[config.mk]
export PLATFORM = sky130hd
export DESIGN_NAME = egs_shaper
export DESIGN_NICKNAME = d
export VERILOG_FILES = /design/src/rtl/egs_pkg.sv /design/src/rtl/egs_event_decode.sv /design/src/rtl/egs_queue_timer.sv /design/src/rtl/egs_shaper.sv
export SDC_FILE = /design/constraint.sdc
export NUM_CORES = 1
export LEC_CHECK = 0
export ABC_AREA = 1
export ABC_CLOCK_PERIOD_IN_PS = 5500
export BUFFER_PORTS_ARGS = -buffer_cell sky130_fd_sc_hd__buf_2
export CAP_MARGIN = 20
export CORE_UTILIZATION = 35
export DETAILED_ROUTE_END_ITERATION = 6
export GPL_TIMING_DRIVEN = 0
export PLACE_DENSITY_LB_ADDON = 0.25
export SYNTH_ARGS = -nofsm -noshare
export SYNTH_HDL_FRONTEND = slang
export SYNTH_SLANG_ARGS = --single-unit
[constraint.sdc]
create_clock -name clk -period 5.5 [get_ports clk]
set_clock_uncertainty 0.2 [all_clocks]
set_input_delay 1.1 -clock clk [delete_from_list [all_inputs] [get_ports clk]]
set_output_delay 1.1 -clock clk [all_outputs]
set_load 0.03 [all_outputs]
[src/rtl/egs_pkg.sv]
package egs_pkg;
    localparam int unsigned WIN_LOG = 10;

    function automatic int unsigned gap_width(input int unsigned min_gap);
        return (min_gap < 2) ? 1 : $clog2(min_gap + 1);
    endfunction
endpackage

[src/rtl/egs_event_decode.sv]
module egs_event_decode #(
    parameter int unsigned NUM_Q = 4,
    localparam int unsigned QW = (NUM_Q < 2) ? 1 : $clog2(NUM_Q)
) (
    input  logic             clk,
    input  logic             rst_n,
    input  logic             valid_i,
    input  logic [QW-1:0]    queue_i,
    output logic [NUM_Q-1:0] load_o
);
    always_comb begin
        load_o = '0;
        for (int i = 0; i < NUM_Q; i++) begin
            if (valid_i && (queue_i == QW'(i))) load_o[i] = 1'b1;
        end
    end


    load_onehot_chk: assert property (@(posedge clk) disable iff (!rst_n)
        $onehot0(load_o));
endmodule

[src/rtl/egs_queue_timer.sv]
module egs_queue_timer
    import egs_pkg::*;
#(
    parameter int unsigned RATE_W  = 16,
    parameter int unsigned LEN_W   = 11,
    parameter int unsigned MIN_GAP = 12,
    localparam int unsigned DEF_W = LEN_W + WIN_LOG,
    localparam int unsigned GAP_W = gap_width(MIN_GAP)
) (
    input  logic              clk,
    input  logic              rst_n,
    input  logic              load_i,
    input  logic [LEN_W-1:0]  bytes_i,
    input  logic [RATE_W-1:0] rate_i,
    output logic              elig_o
);
    typedef struct packed {
        logic [GAP_W-1:0]  gap;
        logic [DEF_W-1:0]  deficit;
        logic [RATE_W-1:0] rate;
    } tstate_t;

    tstate_t st_d, st_q;

    always_comb begin
        st_d = st_q;
        if (load_i) begin
            st_d.rate = rate_i;
            st_d.gap  = GAP_W'(MIN_GAP);
            st_d.deficit = (rate_i == '0) ? '0 : {bytes_i, {WIN_LOG{1'b0}}};
        end else begin
            if (st_q.gap != '0) st_d.gap = st_q.gap - 1'b1;
            if (st_q.deficit > DEF_W'(st_q.rate))
                st_d.deficit = st_q.deficit - DEF_W'(st_q.rate);
            else
                st_d.deficit = '0;
        end
    end

    always_ff @(posedge clk) begin
        if (!rst_n) st_q <= '0;
        else        st_q <= st_d;
    end

    assign elig_o = (st_q.gap == '0) && (st_q.deficit == '0);


    hold_starts_chk: assert property (@(posedge clk) disable iff (!rst_n)
        load_i |=> !elig_o);


    drain_progress_chk: assert property (@(posedge clk) disable iff (!rst_n)
        (!load_i && st_q.deficit != '0) |=> (st_q.deficit < $past(st_q.deficit)));


    rate_latched_chk: assert property (@(posedge clk) disable iff (!rst_n)
        !load_i |=> $stable(st_q.rate));
endmodule

[src/rtl/egs_shaper.sv]
module egs_shaper #(
    parameter int unsigned NUM_Q   = 4,
    parameter int unsigned RATE_W  = 16,
    parameter int unsigned LEN_W   = 11,
    parameter int unsigned MIN_GAP = 12,
    localparam int unsigned QW = (NUM_Q < 2) ? 1 : $clog2(NUM_Q)
) (
    input  logic                    clk,
    input  logic                    rst_n,
    input  logic [NUM_Q*RATE_W-1:0] rate_cfg,
    input  logic                    done_valid,
    input  logic [QW-1:0]           done_queue,
    input  logic [LEN_W-1:0]        done_bytes,
    output logic [NUM_Q-1:0]        eligible
);
    logic [NUM_Q-1:0] load;
    logic             rst_seen_q;

    egs_event_decode #(.NUM_Q(NUM_Q)) u_dec (
        .clk     (clk),
        .rst_n   (rst_n),
        .valid_i (done_valid),
        .queue_i (done_queue),
        .load_o  (load)
    );

    for (genvar g = 0; g < NUM_Q; g++) begin : g_q
        egs_queue_timer #(
            .RATE_W  (RATE_W),
            .LEN_W   (LEN_W),
            .MIN_GAP (MIN_GAP)
        ) u_tmr (
            .clk     (clk),
            .rst_n   (rst_n),
            .load_i  (load[g]),
            .bytes_i (done_bytes),
            .rate_i  (rate_cfg[g*RATE_W +: RATE_W]),
            .elig_o  (eligible[g])
        );
    end

    always_ff @(posedge clk) rst_seen_q <= !rst_n;


    reset_eligible_chk: assert property (@(posedge clk)
        (rst_seen_q && rst_n) |-> (eligible == '1));


    quiet_queues_chk: assert property (@(posedge clk) disable iff (!rst_n)
        (!done_valid && eligible == '1) |=> (eligible == '1));
endmodule

# Word-level counts from Yosys, hierarchy flattened
# Cells that the tools add are included.
# Widths: inputs -> output; s select.
dict set report totals {
  output_inout_bits 4
  latchBits 0
  word_cells 85
  n_memories 0
  register_bits 164
  rom_bits 0
  ram_bits 0
  in_bits 80
}
dict set report op_classes {
  bitwise 1
  magnitude_cmp 4
  div 0
  reduce_logical 33
  addsub 8
  eq_ne 3
  mul 0
  shift 0
  mux 20
}
# op n
set ops {}
lappend ops {{$mux 21} 8}
lappend ops {{$mux 25} 4}
lappend ops {{$gt 21x16->1} 4}
lappend ops {{$logic_not 21->1} 4}
lappend ops {{$sub 21x16->21} 4}
lappend ops {{$logic_not 16->1} 4}
lappend ops {{$logic_not 4->1} 4}
lappend ops {{$mux 4} 4}
lappend ops {{$reduce_bool 4->1} 4}
lappend ops {{$sub 4x1->4 const B} 4}
lappend ops {{$logic_and 1x1->1} 8}
lappend ops {{$reduce_bool 2->1} 4}
lappend ops {{$reduce_or 2->1} 4}
lappend ops {{$eq 2x2->1 const B} 2}
lappend ops {{$mux 1} 4}
lappend ops {{$eq 2x1->1 const B} 1}
lappend ops {{$logic_not 2->1} 1}
lappend ops {{$not 1->1} 1}

# Depth between registers and ports, before layout
# Gate-level depths: netlist of the first run.
dict set report depth {
  depth_word 4
  depth_mapped 15
  depth_no_buf 15
}

# By module
# A second synthesis of the first run with hierarchy kept.
dict set report unflattened {
  cells_unflattened 1614
  hier_area_um2 10787.8
}
# mod instances cells_per_inst area_per_inst_um2 seq_area_each_um2
set modules_own_cells {}
lappend modules_own_cells {{egs_queue_timer (g_q[2].u_tmr ...)} 2 402 2695.1 820.8}
lappend modules_own_cells {{egs_queue_timer (g_q[0].u_tmr ...)} 2 401 2683.8 820.8}
lappend modules_own_cells {egs_event_decode 1 8 30.0 0.0}

# Least setup slack after synthesis of the first run
# No wires, ideal clock.
dict set report synth_path {
  kind {register to output}
  start {register g_q[1].u_tmr.st_q[37] (netlist bit)}
  end {output port eligible[1]}
  path_stages_with_launch 8
  t_arrival_ns 1.277
  setup_slack_ns 2.923
  path_buffers 1
  t_required_ns 4.200
  path_cell_list {dfxtp_1 -> inv_1 -> ha_1 -> nand2_1 -> nor2_1 -> inv_1 -> nor4_1 -> buf_4}
}
dict set report synth_via {
  elab_chain_cells 2
}
# item line_no
set synth_lines {}
lappend synth_lines {{start, declared} egs_queue_timer.sv:23} ;# tstate_t st_d, st_q;
lappend synth_lines {{start signal, assigned} egs_queue_timer.sv:42} ;# else st_q <= st_d;
lappend synth_lines {{$logic_not 4->1} egs_queue_timer.sv:45} ;# assign elig_o = (st_q.gap == '0) && (st_q.deficit == '0);
lappend synth_lines {{$logic_and 1x1->1} egs_queue_timer.sv:45}
lappend synth_lines {{end, declared} egs_shaper.sv:14} ;# output logic [NUM_Q-1:0] eligible
# No other way between the ends.

# Final worst setup path of the first run
dict set report layout_path {
  start {register g_q[1].u_tmr.st_q[33] (netlist bit)}
  end {output port eligible[1]}
}
dict set report layout_via {
  elab_chain_cells 2
}
# item line_no
set layout_lines {}
lappend layout_lines {{$logic_not 21->1} egs_queue_timer.sv:45}
lappend layout_lines {{$logic_and 1x1->1} egs_queue_timer.sv:45}
# No other way between the ends.

==> key figures, run 1 <==
Pwr
  – Largest vdd supply drop: 231 uV
  – PD cells: 569 nW/um^2
  – Total leakage power: 0.00636 uW

Worst setup path
  – End of the worst register-to-register path: g_q[3].u_tmr.st_q[17]$_SDFF_PP0_
  – Startpoint Class: flop
  – Worst setup path class: reg2out
  – Worst reg2reg setup slack: 3.10 ns
  – Startpoint of the most critical register-to-register path: g_q[3].u_tmr.st_q[15]$_SDFFE_PN0P_
  – Req. time, crit path: ~4.2 ns
  – Crit Path Max Fanout: 4
  – Count of cells along the worst register-to-register path: 10
  – CP Capture Type: output port
  – Critical path data arrival time: 2.21 ns

Synthesis
  – Synth top area cells: sky130_fd_sc_hd__dfxtp_1 30%, sky130_fd_sc_hd__nand2_1 16%, sky130_fd_sc_hd__inv_1 11%
  – Fraction of synthesis flops using an asynchronous set or reset pin: 0%
  – Syn Nets: ~1900
  – Flop and latch count out of synthesis: 164
  – Yosys top cell area share: 29.7%
  – Number of warnings issued by yosys: 0
  – Sequential cell area fraction in the yosys report: 29.7%
  – Number of cells produced by synthesis: 1757
  – Area of the mapped netlist: 11100 um^2
  – Mean instance size in the synthesized netlist: between 6 and 7 um^2
  – Primary flip-flop cell chosen by synthesis mapping: sky130_fd_sc_hd__dfxtp_1
  – Top cell type by total area after synthesis: sky130_fd_sc_hd__dfxtp_1
  – Count of distinct cell types in the synthesized netlist: 42
  – Count of flip-flops with a built-in enable after synthesis: 0

Floorplan
  – Number of rows in the core area: 64
  – Die extent in y: 180 um
  – Die X-Extent: 180 um
  – Total die area: roughly 32000 um^2
  – Placeable core region: between 30000 and 40000 um^2
  – Top Ports: 84
  – Initial cell density of the core: a little over a third

Timing
  – Fmax: 285 MHz
  – Number of failing hold endpoints at the final stage: 0
  – Number of max-slew violations in the final report: 0
  – Number of setup violations in the final report: 0
  – Slew headroom: around 55%
  – Total negative slack for setup checks: 0 ns
  – Slew at the pin closest to its max-slew limit: 0.679 ns
  – Min Hold Slack: 0.267 ns
  – Final period demand of the worst path: 3.51 ns
  – Portion of the clock cycle consumed by the worst path in the final layout: 63.9%
  – Unrepaired setup endpoints after global routing: false

Clocking
  – Number of buffers created by CTS: 17
  – Number of H-tree levels: 4
  – Hold Buf Count CTS: 0
  – Clk pin slew, worst setup/hold paths: 0.07 ns
  – CTS root buffer: sky130_fd_sc_hd__clkbuf_16
  – Number of gates resized after CTS: 0
  – Latest clock arrival within the worst-skew pair: between 0.4 and 0.5 ns
  – Clock sink total: 164
  – Number of buffers inserted to repair setup after CTS: 0
  – Maximum buffer depth of the clock tree: 2
  – CTS tree: done

Layout
  – Share of final-layout standard cells stronger than drive strength 1: 10.1%
  – Layout Area Growth over Synthesis: 13.3%
  – Nets: about 2000
  – Most flop-heavy register: g_q.u_tmr.st_q
  – Ant diodes: 0
  – Largest registers: g_q.u_tmr.st_q: 164 flops
  – Flip-flop count of the largest register, all copies and words added: 164
  – Layout filler cell count: around 3300

Run
  – Maxcap violations: 0

Drt
  – Number of vias per cell: 4.82
  – Wire length per cell after detailed routing: 13.8 um
  – Number of DRC markers in iteration 0: 588
  – ANT nets after route: 0
  – Final routed DRC violation total: 6
  – Overall routed net length: 31.3 mm
  – Detailed-route via count: 10900
  – TritonRoute pass-1 iters: 7

Placed design
  – Routability-driven placement congestion ratio: 0.922
  – Number of port buffers: 83
  – Half-perimeter wire length after placement: ~26 mm

Worst hold path
  – Worst Hold Depth: 2
  – Worst min-delay path class: reg2reg
  – Endpoint, Worst Hold: g_q[3].u_tmr.st_q[37]$_SDFFE_PP0P_
  – Worst Min Path Start: g_q[3].u_tmr.st_q[37]$_SDFFE_PP0P_

Status
  – Run status: complete, but fails checks
  – Violations in the final reports: DRC

Global routing
  – Via count of the first global-routing pass: 10200
  – Remaining Overflow, GRT: 0
  – Total global routing track utilization: 19.5%
  – Global-route wire length before repair: 50.5 mm
  – Antenna violations before repair: 0
  – Maximum number of pins on one net before global-route repair: 17
==> cells in the final DEF, fill, tap and decap left out, types with 3 or more instances in the layout <==
cell | Yosys | layout
sky130_fd_sc_hd__nor2_4 | 3 | 3
sky130_fd_sc_hd__o22ai_1 | 10 | 10
sky130_fd_sc_hd__xor2_1 | 24 | 24
sky130_fd_sc_hd__nand2_1 | 485 | 485
sky130_fd_sc_hd__a211oi_1 | 4 | 4
sky130_fd_sc_hd__nand3b_1 | 10 | 10
sky130_fd_sc_hd__nor2_1 | 164 | 164
sky130_fd_sc_hd__buf_6 | 4 | 4
sky130_fd_sc_hd__nand3_1 | 108 | 108
sky130_fd_sc_hd__o211ai_1 | 4 | 4
sky130_fd_sc_hd__inv_1 | 311 | 311
sky130_fd_sc_hd__nor4_1 | 24 | 24
sky130_fd_sc_hd__fa_1 | 4 | 4
sky130_fd_sc_hd__inv_2 | 4 | 4
sky130_fd_sc_hd__o21ai_0 | 97 | 97
sky130_fd_sc_hd__dfxtp_1 | 164 | 164
sky130_fd_sc_hd__nand4_1 | 29 | 29
sky130_fd_sc_hd__or2_2 | 5 | 5
sky130_fd_sc_hd__nand2_2 | 9 | 9
sky130_fd_sc_hd__o21bai_1 | 5 | 5
sky130_fd_sc_hd__nor3_1 | 17 | 17
sky130_fd_sc_hd__nand3_2 | 5 | 5
sky130_fd_sc_hd__buf_2 | 7 | 90
sky130_fd_sc_hd__clkinvlp_4 | 0 | 3
sky130_fd_sc_hd__nor2_2 | 26 | 26
sky130_fd_sc_hd__a21oi_1 | 114 | 114
sky130_fd_sc_hd__clkinv_2 | 0 | 3
sky130_fd_sc_hd__ha_1 | 68 | 68
sky130_fd_sc_hd__a21oi_2 | 4 | 4
sky130_fd_sc_hd__or4_1 | 3 | 3
sky130_fd_sc_hd__clkbuf_1 | 14 | 16
sky130_fd_sc_hd__xnor2_1 | 10 | 10
sky130_fd_sc_hd__clkbuf_16 | 0 | 17
sky130_fd_sc_hd__buf_4 | 4 | 4
==> cell type report <==
type / count / area, um^2 / area share [%]
multi-input cells: 1247 / 6430 / 51.3
repair buffers: 83 / 415 / 3.31
inverters: 317 / 1190 / 9.49
plain buffers: 29 / 163 / 1.30
well taps: 396 / 495 / 3.95
flip-flops and latches: 164 / 3280 / 26.2
clock buffers: 19 / 433 / 3.45
clock inverters: 13 / 125 / 0.998
==> stage by stage <==
step	util [%]	power (uW)	cell area [um^2]	instances	worst slack, ns
floorplan	-	4950	11100	1757	2.92
global placement	38.8	5860	12000	2236	2.45
detailed placement	38.8	5910	12000	2236	2.44
CTS	40.7	7110	12500	2268	1.96
global route	40.7	7830	12500	2268	1.78
finish	40.7	7130	12500	2268	1.99
==> report_power, final <==
group / internal (uW) / leakage [uW] / switching (uW) / total, uW
sequential: 1460 / 0.00135 / 162 / 1630
combinational: 1500 / 0.00474 / 2810 / 4320
clock: 631 / 0.000268 / 558 / 1190
==> per-layer routing <==
metal | part of all wire, % | routed length (um) | global-route usage (%) | vias to the layer above
met5 | 0 | 0 | 0 | -
met4 | 1.9 | 593 | 5.86 | 0
met3 | 3.5 | 1090 | 2.67 | 35
met2 | 44 | 13900 | 32.1 | 196
met1 | 50 | 15700 | 26.2 | 4931
li1 | - | - | - | 5777
==> worst max-delay path, stage by stage, from the launching register on <==
cell and delay, ns:
sky130_fd_sc_hd__dfxtp_1 0.34, sky130_fd_sc_hd__nor2_1 0.18, sky130_fd_sc_hd__nand3_1 0.13, sky130_fd_sc_hd__nor2_1 0.24
sky130_fd_sc_hd__nand3_1 0.12, sky130_fd_sc_hd__nor4_1 0.39, sky130_fd_sc_hd__buf_4 0.19, sky130_fd_sc_hd__buf_2 0.18
==> kinds of logic after synthesis <==
group,synth area share (%)
fa+ha+maj,8.41
buf+inv,12.2
simple gates,35.5
compound gates,11.5
xor+xnor,2.69
flops,29.7
==> cell usage after synthesis, types with 3 or more instances <==
master / number
sky130_fd_sc_hd__xor2_1: 24
sky130_fd_sc_hd__nor2_4: 3
sky130_fd_sc_hd__nor4_1: 24
sky130_fd_sc_hd__ha_1: 68
sky130_fd_sc_hd__inv_1: 311
sky130_fd_sc_hd__a211oi_1: 4
sky130_fd_sc_hd__or2_2: 5
sky130_fd_sc_hd__buf_2: 7
sky130_fd_sc_hd__buf_4: 4
sky130_fd_sc_hd__nand3_1: 108
sky130_fd_sc_hd__nand2_1: 485
sky130_fd_sc_hd__nand3_2: 5
sky130_fd_sc_hd__inv_2: 4
sky130_fd_sc_hd__o22ai_1: 10
sky130_fd_sc_hd__fa_1: 4
sky130_fd_sc_hd__nand3b_1: 10
sky130_fd_sc_hd__dfxtp_1: 164
sky130_fd_sc_hd__nor2_1: 164
sky130_fd_sc_hd__nand4_1: 29
sky130_fd_sc_hd__o21ai_0: 97
sky130_fd_sc_hd__a21oi_1: 114
sky130_fd_sc_hd__a21oi_2: 4
sky130_fd_sc_hd__buf_6: 4
sky130_fd_sc_hd__xnor2_1: 10
sky130_fd_sc_hd__o21bai_1: 5
sky130_fd_sc_hd__clkbuf_1: 14
sky130_fd_sc_hd__o211ai_1: 4
sky130_fd_sc_hd__or4_1: 3
sky130_fd_sc_hd__nand2_2: 9
sky130_fd_sc_hd__nor3_1: 17
sky130_fd_sc_hd__nor2_2: 26
==> worst max path at each step <==
stage	endpoint	cells past startpoint	from
floorplan	eligible[1]	7	g_q[1].u_tmr.st_q[37]$_SDFFE_PP0P_
global placement	eligible[3]	8	g_q[3].u_tmr.st_q[37]$_SDFFE_PP0P_
finish	eligible[1]	7	g_q[1].u_tmr.st_q[33]$_SDFF_PN0_
CTS	eligible[3]	8	g_q[3].u_tmr.st_q[37]$_SDFFE_PP0P_
detailed placement	eligible[3]	8	g_q[3].u_tmr.st_q[37]$_SDFFE_PP0P_
global route	eligible[3]	8	g_q[3].u_tmr.st_q[37]$_SDFFE_PP0P_
Note: power is estimated with default switching activity, not from simulation.
==> inputs of run 2 (changes only) <==
- ABC_CLOCK_PERIOD_IN_PS: 5500 -> 3100
- clock period: 5.5 -> 3.1 ns (I/O delays scaled with it)
==> run 2 against run 1 <==
  * The flow still finishes with violations (DRC)
  * Flip-flop and latch count is the same
  * Critical path depth is the same
  * Cell area grew 0.17%
  * Register-to-register slack lost 2.4 ns
  * Sequential power grew 77%
  * Clock-buffer cell count is the same
  * Worst hold slack lost 0.072 ns
  * Power grew 78%
  * Final cell count is the same
  * Non-clock buffer count is the same
==> key figures, run 2 (same netlist as run 1, synthesis figures left out) <==
Worst setup path
  – Critical path data arrival time: 2.18 ns (was 2.21 ns)
  – Sequence of cells on the critical path: nor2_1, nand3_1, inv_1, nand4_1, nor4_1, buf_4, buf_2 (was nor2_1, nand3_1, nor2_1, nand3_1, nor4_1, buf_4, buf_2)
  – Worst setup path class: reg2out (unchanged)
  – Slowest stage cell on the critical path: sky130_fd_sc_hd__dfxtp_1 (was sky130_fd_sc_hd__nor4_1)
  – CP Capture Type: output port (unchanged)
  – Slowest stage delay, CP: 0.34 ns (was 0.39 ns)
  – Crit Path Max Fanout: 4 (unchanged)
  – Startpoint Class: flop (unchanged)
  – Req. time, crit path: 2.28 ns (was 4.20 ns)

Drt
  – Number of vias per cell: 4.83 (was 4.82)
  – Final routed DRC violation total: 6 (unchanged)
  – TritonRoute pass-1 iters: 7 (unchanged)
  – Number of DRC markers in iteration 0: 595 (was 588)
  – Overall routed net length: 31.3 mm (about the same)
  – Wire length per cell after detailed routing: 13.8 um (about the same)
  – Detailed-route via count: 11000 (was 10900)
  – ANT nets after route: 0 (unchanged)

Layout
  – Layout filler cell count: 3283 (was 3287)
  – Leading cell types in the layout, fill and taps excluded: 485 x sky130_fd_sc_hd__nand2_1, 311 x sky130_fd_sc_hd__inv_1, 164 x sky130_fd_sc_hd__nor2_1, 164 x sky130_fd_sc_hd__dfxtp_1, 114 x sky130_fd_sc_hd__a21oi_1 (unchanged)
  – Cell area after layout: 12600 um^2 (was 12500 um^2)
  – Largest registers: g_q.u_tmr.st_q: 164 flops (unchanged)
  – Area of combinational cells with multiple inputs: 6450 um^2 (was 6430 um^2)
  – Layout Area Growth over Synthesis: 13.5% (was 13.3%)
  – Ant diodes: 0 (unchanged)
  – Footprint of the flip-flops and latches: 3280 um^2 (unchanged)
  – Number of standard cells in the final layout excluding fillers: 2268 (unchanged)
  – Flip-flop count of the largest register, all copies and words added: 164 (unchanged)
  – Leading cell type in the layout, fill and taps excluded: sky130_fd_sc_hd__nand2_1 (unchanged)
  – Share of final-layout standard cells stronger than drive strength 1: 10.2% (was 10.1%)
  – Nets: 2011 (unchanged)
  – Most flop-heavy register: g_q.u_tmr.st_q (unchanged)

Timing
  – Slew headroom: 54.4% (was 54.7%)
  – Final period demand of the worst path: 3.00 ns
  – Portion of the clock cycle consumed by the worst path in the final layout: 96.8%
  – Number of failing hold endpoints at the final stage: 0 (unchanged)
  – Total negative slack for setup checks: 0 ns (unchanged)
  – Slew at the pin closest to its max-slew limit: 0.684 ns (was 0.679 ns)
  – Unrepaired setup endpoints after global routing: false (unchanged)
  – Number of setup violations in the final report: 0 (unchanged)
  – Number of max-slew violations in the final report: 0 (unchanged)
  – Fmax: 333 MHz

Global routing
  – Antenna violations before repair: 0 (unchanged)
  – Remaining Overflow, GRT: 0 (unchanged)
  – Maximum number of pins on one net before global-route repair: 17 (unchanged)
  – Global-route wire length before repair: 50.5 mm (unchanged)
  – Total global routing track utilization: 19.5% (unchanged)
  – Via count of the first global-routing pass: 10200 (unchanged)

Pwr
  – PD cells: 1010 nW/um^2 (was 569 nW/um^2)
  – Largest vdd supply drop: 410 uV (was 231 uV)
  – Total leakage power: 0.00636 uW (about the same)
  – Sum of internal, switching and leakage power: 12700 uW (was 7130 uW)

Clocking
  – Number of buffers created by CTS: 17 (unchanged)
  – Clk pin slew, worst setup/hold paths: 0.07 ns (about the same)
  – CTS root buffer: sky130_fd_sc_hd__clkbuf_16 (unchanged)
  – Latest clock arrival within the worst-skew pair: 0.45 ns (about the same)
  – Maximum buffer depth of the clock tree: 2 (unchanged)
  – Number of H-tree levels: 4 (unchanged)
  – CTS tree: done (unchanged)
  – Clock sink total: 164 (unchanged)
  – Hold Buf Count CTS: 0 (unchanged)

Placed design
  – Count of placed standard cells including taps: 2236 (unchanged)
  – Number of port buffers: 83 (unchanged)
  – Routability-driven placement congestion ratio: 0.922 (unchanged)
  – Half-perimeter wire length after placement: 25.6 mm (unchanged)
  – DP Area: 12000 um^2 (unchanged)

Run
  – Maxcap violations: 0 (unchanged)

Floorplan
  – Die X-Extent: 180 um (unchanged)
  – Top Ports: 84 (unchanged)
  – Initial cell density of the core: 35.9% (unchanged)
  – Die extent in y: 180 um (unchanged)
  – Number of rows in the core area: 64 (unchanged)
  – Total die area: 32300 um^2 (unchanged)
  – Placeable core region: 30800 um^2 (unchanged)

Worst hold path
  – Worst min-delay path class: in2reg (was reg2reg)

Status
  – Run status: complete, but fails checks (unchanged)
  – Violations in the final reports: DRC (unchanged)
==> run 2: area by class of cell <==
type                       instances  share of cell area (%)
buffer                            29                    1.30
clock buffer                      19                    3.45
clock inverter                    13                   0.997
inverter                         317                    9.48
multi-input combinational       1247                    51.4
sequential                       164                    26.1
tap                              396                    3.95
timing repair buffer              83                    3.31
==> run 2: what timing repair did <==
action | CTS | global route
gates resized for setup | 0 | 3
setup endpoints to repair | 0 | 2
setup buffers | 0 | 0
endpoints found under the hold margin | 0 | 0
==> run 2: worst max-delay path, delay by kind of cell, from the launching register on <==
kind	cells	cell delay (ns)
simple gates	4	0.92
flops	1	0.34
buf+inv	3	0.46
==> run 2: where the power goes <==
| group | leakage [uW] | internal [uW] | switching [uW] |
|---|---|---|---|
| logic | 0.00474 | 2670 | 5010 |
| clock network | 0.000268 | 1120 | 989 |
| registers | 0.00135 | 2600 | 291 |
==> run 2: final timing paths <==
check,start,endpoint,slack [ns],cells after the start
hold reg to reg,g_q[3].u_tmr.st_q[37]$_SDFFE_PP0P_,g_q[3].u_tmr.st_q[37]$_SDFFE_PP0P_,0.27,2
setup / recovery,g_q[2].u_tmr.st_q[34]$_SDFF_PN0_,eligible[2],0.10,7
setup reg to reg,g_q[3].u_tmr.st_q[15]$_SDFFE_PN0P_,g_q[3].u_tmr.st_q[17]$_SDFF_PP0_,0.69,10
hold / removal,rate_cfg[17],g_q[1].u_tmr.st_q[1]$_SDFFE_PN0P_,0.19,3
==> run 2: layer usage <==
metal	GRT usage [%]	routed length, um	vias to the layer above
li1	-	-	5777
met1	26.2	15600	4932
met2	32.1	13900	209
met3	2.67	1190	35
met4	5.86	594	0
met5	0	0	-
==> run 2: stage by stage <==
step	setup WS, ns	hold slack, ns	util (%)
final	0.100	0.194	40.7
after global routing	0.00353	0.200	40.7
after detailed placement	0.519	0.255	38.8
after floorplan	1.00	0.235	-
after CTS	0.0386	0.188	40.7
after global placement	0.532	0.248	38.8
==> inputs of run 3 (changes only) <==
- CORE_UTILIZATION: 35 -> 55
==> run 3 against run 2 <==
  * The run now ends clean
  * Combinational power about the same
  * First-iteration DRC count increased by 45%
  * Flip-flop and latch count unchanged
  * Via count increased by 2.5%
  * Sequential power about the same
  * Cell area decreased by 1.5%
  * Setup slack improved by 0.0047 ns
  * Final cell count decreased by 5.8%
  * Die area decreased by 36%
  * Critical path depth unchanged
  * Largest cell class unchanged
==> key figures, run 3 (same netlist as run 1, synthesis figures left out) <==
Worst setup path
  – Crit path launch: g_q[2].u_tmr.st_q[34]$_SDFF_PN0_ (unchanged)
  – CP Capture Type: output port (unchanged)
  – Slowest stage delay, CP: 0.34 ns (about the same)
  – Endpoint of the worst setup timing path: eligible[2] (unchanged)
  – Sequence of cells on the critical path: nor2_1, nand3_1, inv_1, nand4_1, nor4_1, buf_4, buf_2 (unchanged)
  – Startpoint of the most critical register-to-register path: g_q[3].u_tmr.st_q[15]$_SDFFE_PN0P_ (unchanged)
  – Crit path buffers/inverters: 3 (unchanged)
  – Req. time, crit path: 2.28 ns (about the same)
  – End of the worst register-to-register path: g_q[3].u_tmr.st_q[24]$_SDFF_PP0_ (was g_q[3].u_tmr.st_q[17]$_SDFF_PP0_)
  – Crit Path Max Fanout: 4 (unchanged)
  – Gate family responsible for the most delay along the worst path: simple AND/OR/NAND/NOR gates (unchanged)
  – Startpoint Class: flop (unchanged)
  – Count of cells along the worst register-to-register path: 10 (unchanged)
  – Crit. path cell count: 7 (unchanged)
  – Worst setup path class: reg2out (unchanged)
  – Critical path data arrival time: 2.17 ns (was 2.18 ns)
  – Worst reg2reg setup slack: 0.73 ns (was 0.69 ns)
  – Slowest stage cell on the critical path: sky130_fd_sc_hd__dfxtp_1 (unchanged)

Global routing
  – Gr busiest metal: met2 (unchanged)
  – Global routing usage on met1: 37.8% (was 26.2%)
  – Total global routing track utilization: 29.9% (was 19.5%)
  – Remaining Overflow, GRT: 0 (unchanged)
  – Via count of the first global-routing pass: 10300 (was 10200)
  – M2 GR Usage: 50.6% (was 32.1%)
  – Maximum number of pins on one net before global-route repair: 17 (unchanged)
  – Met3 global-route usage: 5.53% (was 2.67%)
  – Antenna violations before repair: 0 (unchanged)
  – Global-route wire length before repair: 48.1 mm (was 50.5 mm)

Drt
  – Final routed DRC violation total: 0 (was 6)
  – Overall routed net length: 29.7 mm (was 31.3 mm)
  – Number of vias per cell: 5.25 (was 4.83)
  – ANT nets after route: 0 (unchanged)
  – Detailed-route via count: 11200 (was 11000)
  – Number of DRC markers in iteration 0: 863 (was 595)
  – TritonRoute pass-1 iters: 5 (was 7)
  – Wire length per cell after detailed routing: 13.9 um (was 13.8 um)

Floorplan
  – Number of rows in the core area: 51 (was 64)
  – Die extent in y: 144 um (was 180 um)
  – Top Ports: 84 (unchanged)
  – Placeable core region: 19600 um^2 (was 30800 um^2)
  – Initial cell density of the core: 56.5% (was 35.9%)
  – Die X-Extent: 144 um (was 180 um)
  – Total die area: 20700 um^2 (was 32300 um^2)

Worst hold path
  – Worst Min Path Start: rate_cfg[16] (was rate_cfg[17])
  – Worst min-delay path class: in2reg (unchanged)

Layout
  – Nets: 2011 (unchanged)
  – Layout filler cell count: 1882 (was 3283)
  – Ant diodes: 0 (unchanged)
  – Most flop-heavy register: g_q.u_tmr.st_q (unchanged)
  – Flip-flop count of the largest register, all copies and words added: 164 (unchanged)
  – Cell area after layout: 12400 um^2 (was 12600 um^2)
  – Layout Area Growth over Synthesis: 11.7% (was 13.5%)
  – Share of final-layout standard cells stronger than drive strength 1: 10.1% (was 10.2%)
  – Leading cell type in the layout, fill and taps excluded: sky130_fd_sc_hd__nand2_1 (unchanged)
  – Utilization of the core after routing: 63.1% (was 40.7%)
  – Largest registers: g_q.u_tmr.st_q: 164 flops (unchanged)
  – Leading cell types in the layout, fill and taps excluded: 485 x sky130_fd_sc_hd__nand2_1, 311 x sky130_fd_sc_hd__inv_1, 164 x sky130_fd_sc_hd__nor2_1, 164 x sky130_fd_sc_hd__dfxtp_1, 114 x sky130_fd_sc_hd__a21oi_1 (unchanged)

Clocking
  – Clk pin slew, worst setup/hold paths: 0.06 ns (was 0.07 ns)
  – Number of H-tree levels: 4 (unchanged)
  – Maximum buffer depth of the clock tree: 2 (unchanged)
  – Hold Buf Count CTS: 0 (unchanged)
  – CTS tree: done (unchanged)
  – Number of buffers inserted to repair setup after CTS: 0 (unchanged)
  – Number of buffers created by CTS: 17 (unchanged)
  – CTS root buffer: sky130_fd_sc_hd__clkbuf_16 (unchanged)
  – Latest clock arrival within the worst-skew pair: 0.44 ns (was 0.45 ns)
  – Clock sink total: 164 (unchanged)
  – Number of gates resized after CTS: 0 (unchanged)

Run
  – Maxcap violations: 0 (unchanged)

Timing
  – Number of max-slew violations in the final report: 0 (unchanged)
  – Number of failing hold endpoints at the final stage: 0 (unchanged)
  – Slew headroom: 54.0% (was 54.4%)
  – Portion of the clock cycle consumed by the worst path in the final layout: 96.6% (was 96.8%)
  – Unrepaired setup endpoints after global routing: false (unchanged)
  – Final period demand of the worst path: 2.99 ns (was 3.00 ns)
  – Total negative slack for setup checks: 0 ns (unchanged)
  – Slew at the pin closest to its max-slew limit: 0.685 ns (was 0.684 ns)
  – Number of setup violations in the final report: 0 (unchanged)
  – Fmax: 334 MHz (was 333 MHz)

Placed design
  – Routability-driven placement congestion ratio: 0.937 (was 0.922)
  – Half-perimeter wire length after placement: 23.9 mm (was 25.6 mm)
  – DP Area: 11800 um^2 (was 12000 um^2)
  – Number of port buffers: 83 (unchanged)

Pwr
  – Total leakage power: 0.00635 uW (was 0.00636 uW)
  – Largest vdd supply drop: 524 uV (was 410 uV)
  – PD cells: 1020 nW/um^2 (was 1010 nW/um^2)

Status
  – Run status: finished, final reports clean (was complete, but fails checks)
## run 3: worst min-delay path by stage
stage	end	slack, ns	cells after the start
detailed placement	g_q[1].u_tmr.st_q[37]$_SDFFE_PP0P_	0.26	2
floorplan	g_q[3].u_tmr.st_q[11]$_SDFFE_PN0P_	0.23	2
global placement	g_q[1].u_tmr.st_q[37]$_SDFFE_PP0P_	0.25	2
finish	g_q[1].u_tmr.st_q[0]$_SDFFE_PN0P_	0.20	3
CTS	g_q[1].u_tmr.st_q[0]$_SDFFE_PN0P_	0.19	3
global route	g_q[1].u_tmr.st_q[0]$_SDFFE_PN0P_	0.20	3
## run 3: layout make-up
cell class | count | area [um^2] | area share (%)
tap | 265 | 332 | 2.68
inverter | 317 | 1190 | 9.63
sequential | 164 | 3280 | 26.6
clock buffer | 18 | 429 | 3.47
buffer | 29 | 163 | 1.32
multi-input combinational | 1247 | 6430 | 52.0
clock inverter | 14 | 120 | 0.972
timing repair buffer | 83 | 415 | 3.36
## run 3: worst reg2reg max path: stages (launching register included)
cell and delay [ns]:
sky130_fd_sc_hd__dfxtp_1 0.31, sky130_fd_sc_hd__inv_1 0.07, sky130_fd_sc_hd__ha_1 0.43, sky130_fd_sc_hd__nand2_1 0.13, sky130_fd_sc_hd__inv_1 0.10, sky130_fd_sc_hd__nand2_1 0.10
sky130_fd_sc_hd__nor3_1 0.30, sky130_fd_sc_hd__a21oi_1 0.19, sky130_fd_sc_hd__nand3_2 0.21, sky130_fd_sc_hd__buf_6 0.18, sky130_fd_sc_hd__nor2_1 0.06
## run 3: routing by layer
layer	share of wire, %	vias up
met5	0	-
met4	2.9	0
met3	5.8	60
met2	46	343
met1	45	5040
li1	-	5780
## run 3: stage by stage
step | std cells | setup slack [ns] | hold WS, ns | total power (uW)
after floorplan | 1757 | 1.00 | 0.235 | 8790
after global placement | 2105 | 0.643 | 0.247 | 10300
after detailed placement | 2105 | 0.616 | 0.256 | 10400
after CTS | 2137 | 0.140 | 0.191 | 12500
after global routing | 2137 | 0.0101 | 0.199 | 13800
final | 2137 | 0.105 | 0.196 | 12600
## run 3: power breakdown
part	leakage [uW]	total, uW	internal [uW]	switching, uW
Combinational	0.00474	7660	2670	4990
Clock	0.000262	2010	1050	962
Sequential	0.00135	2890	2600	295
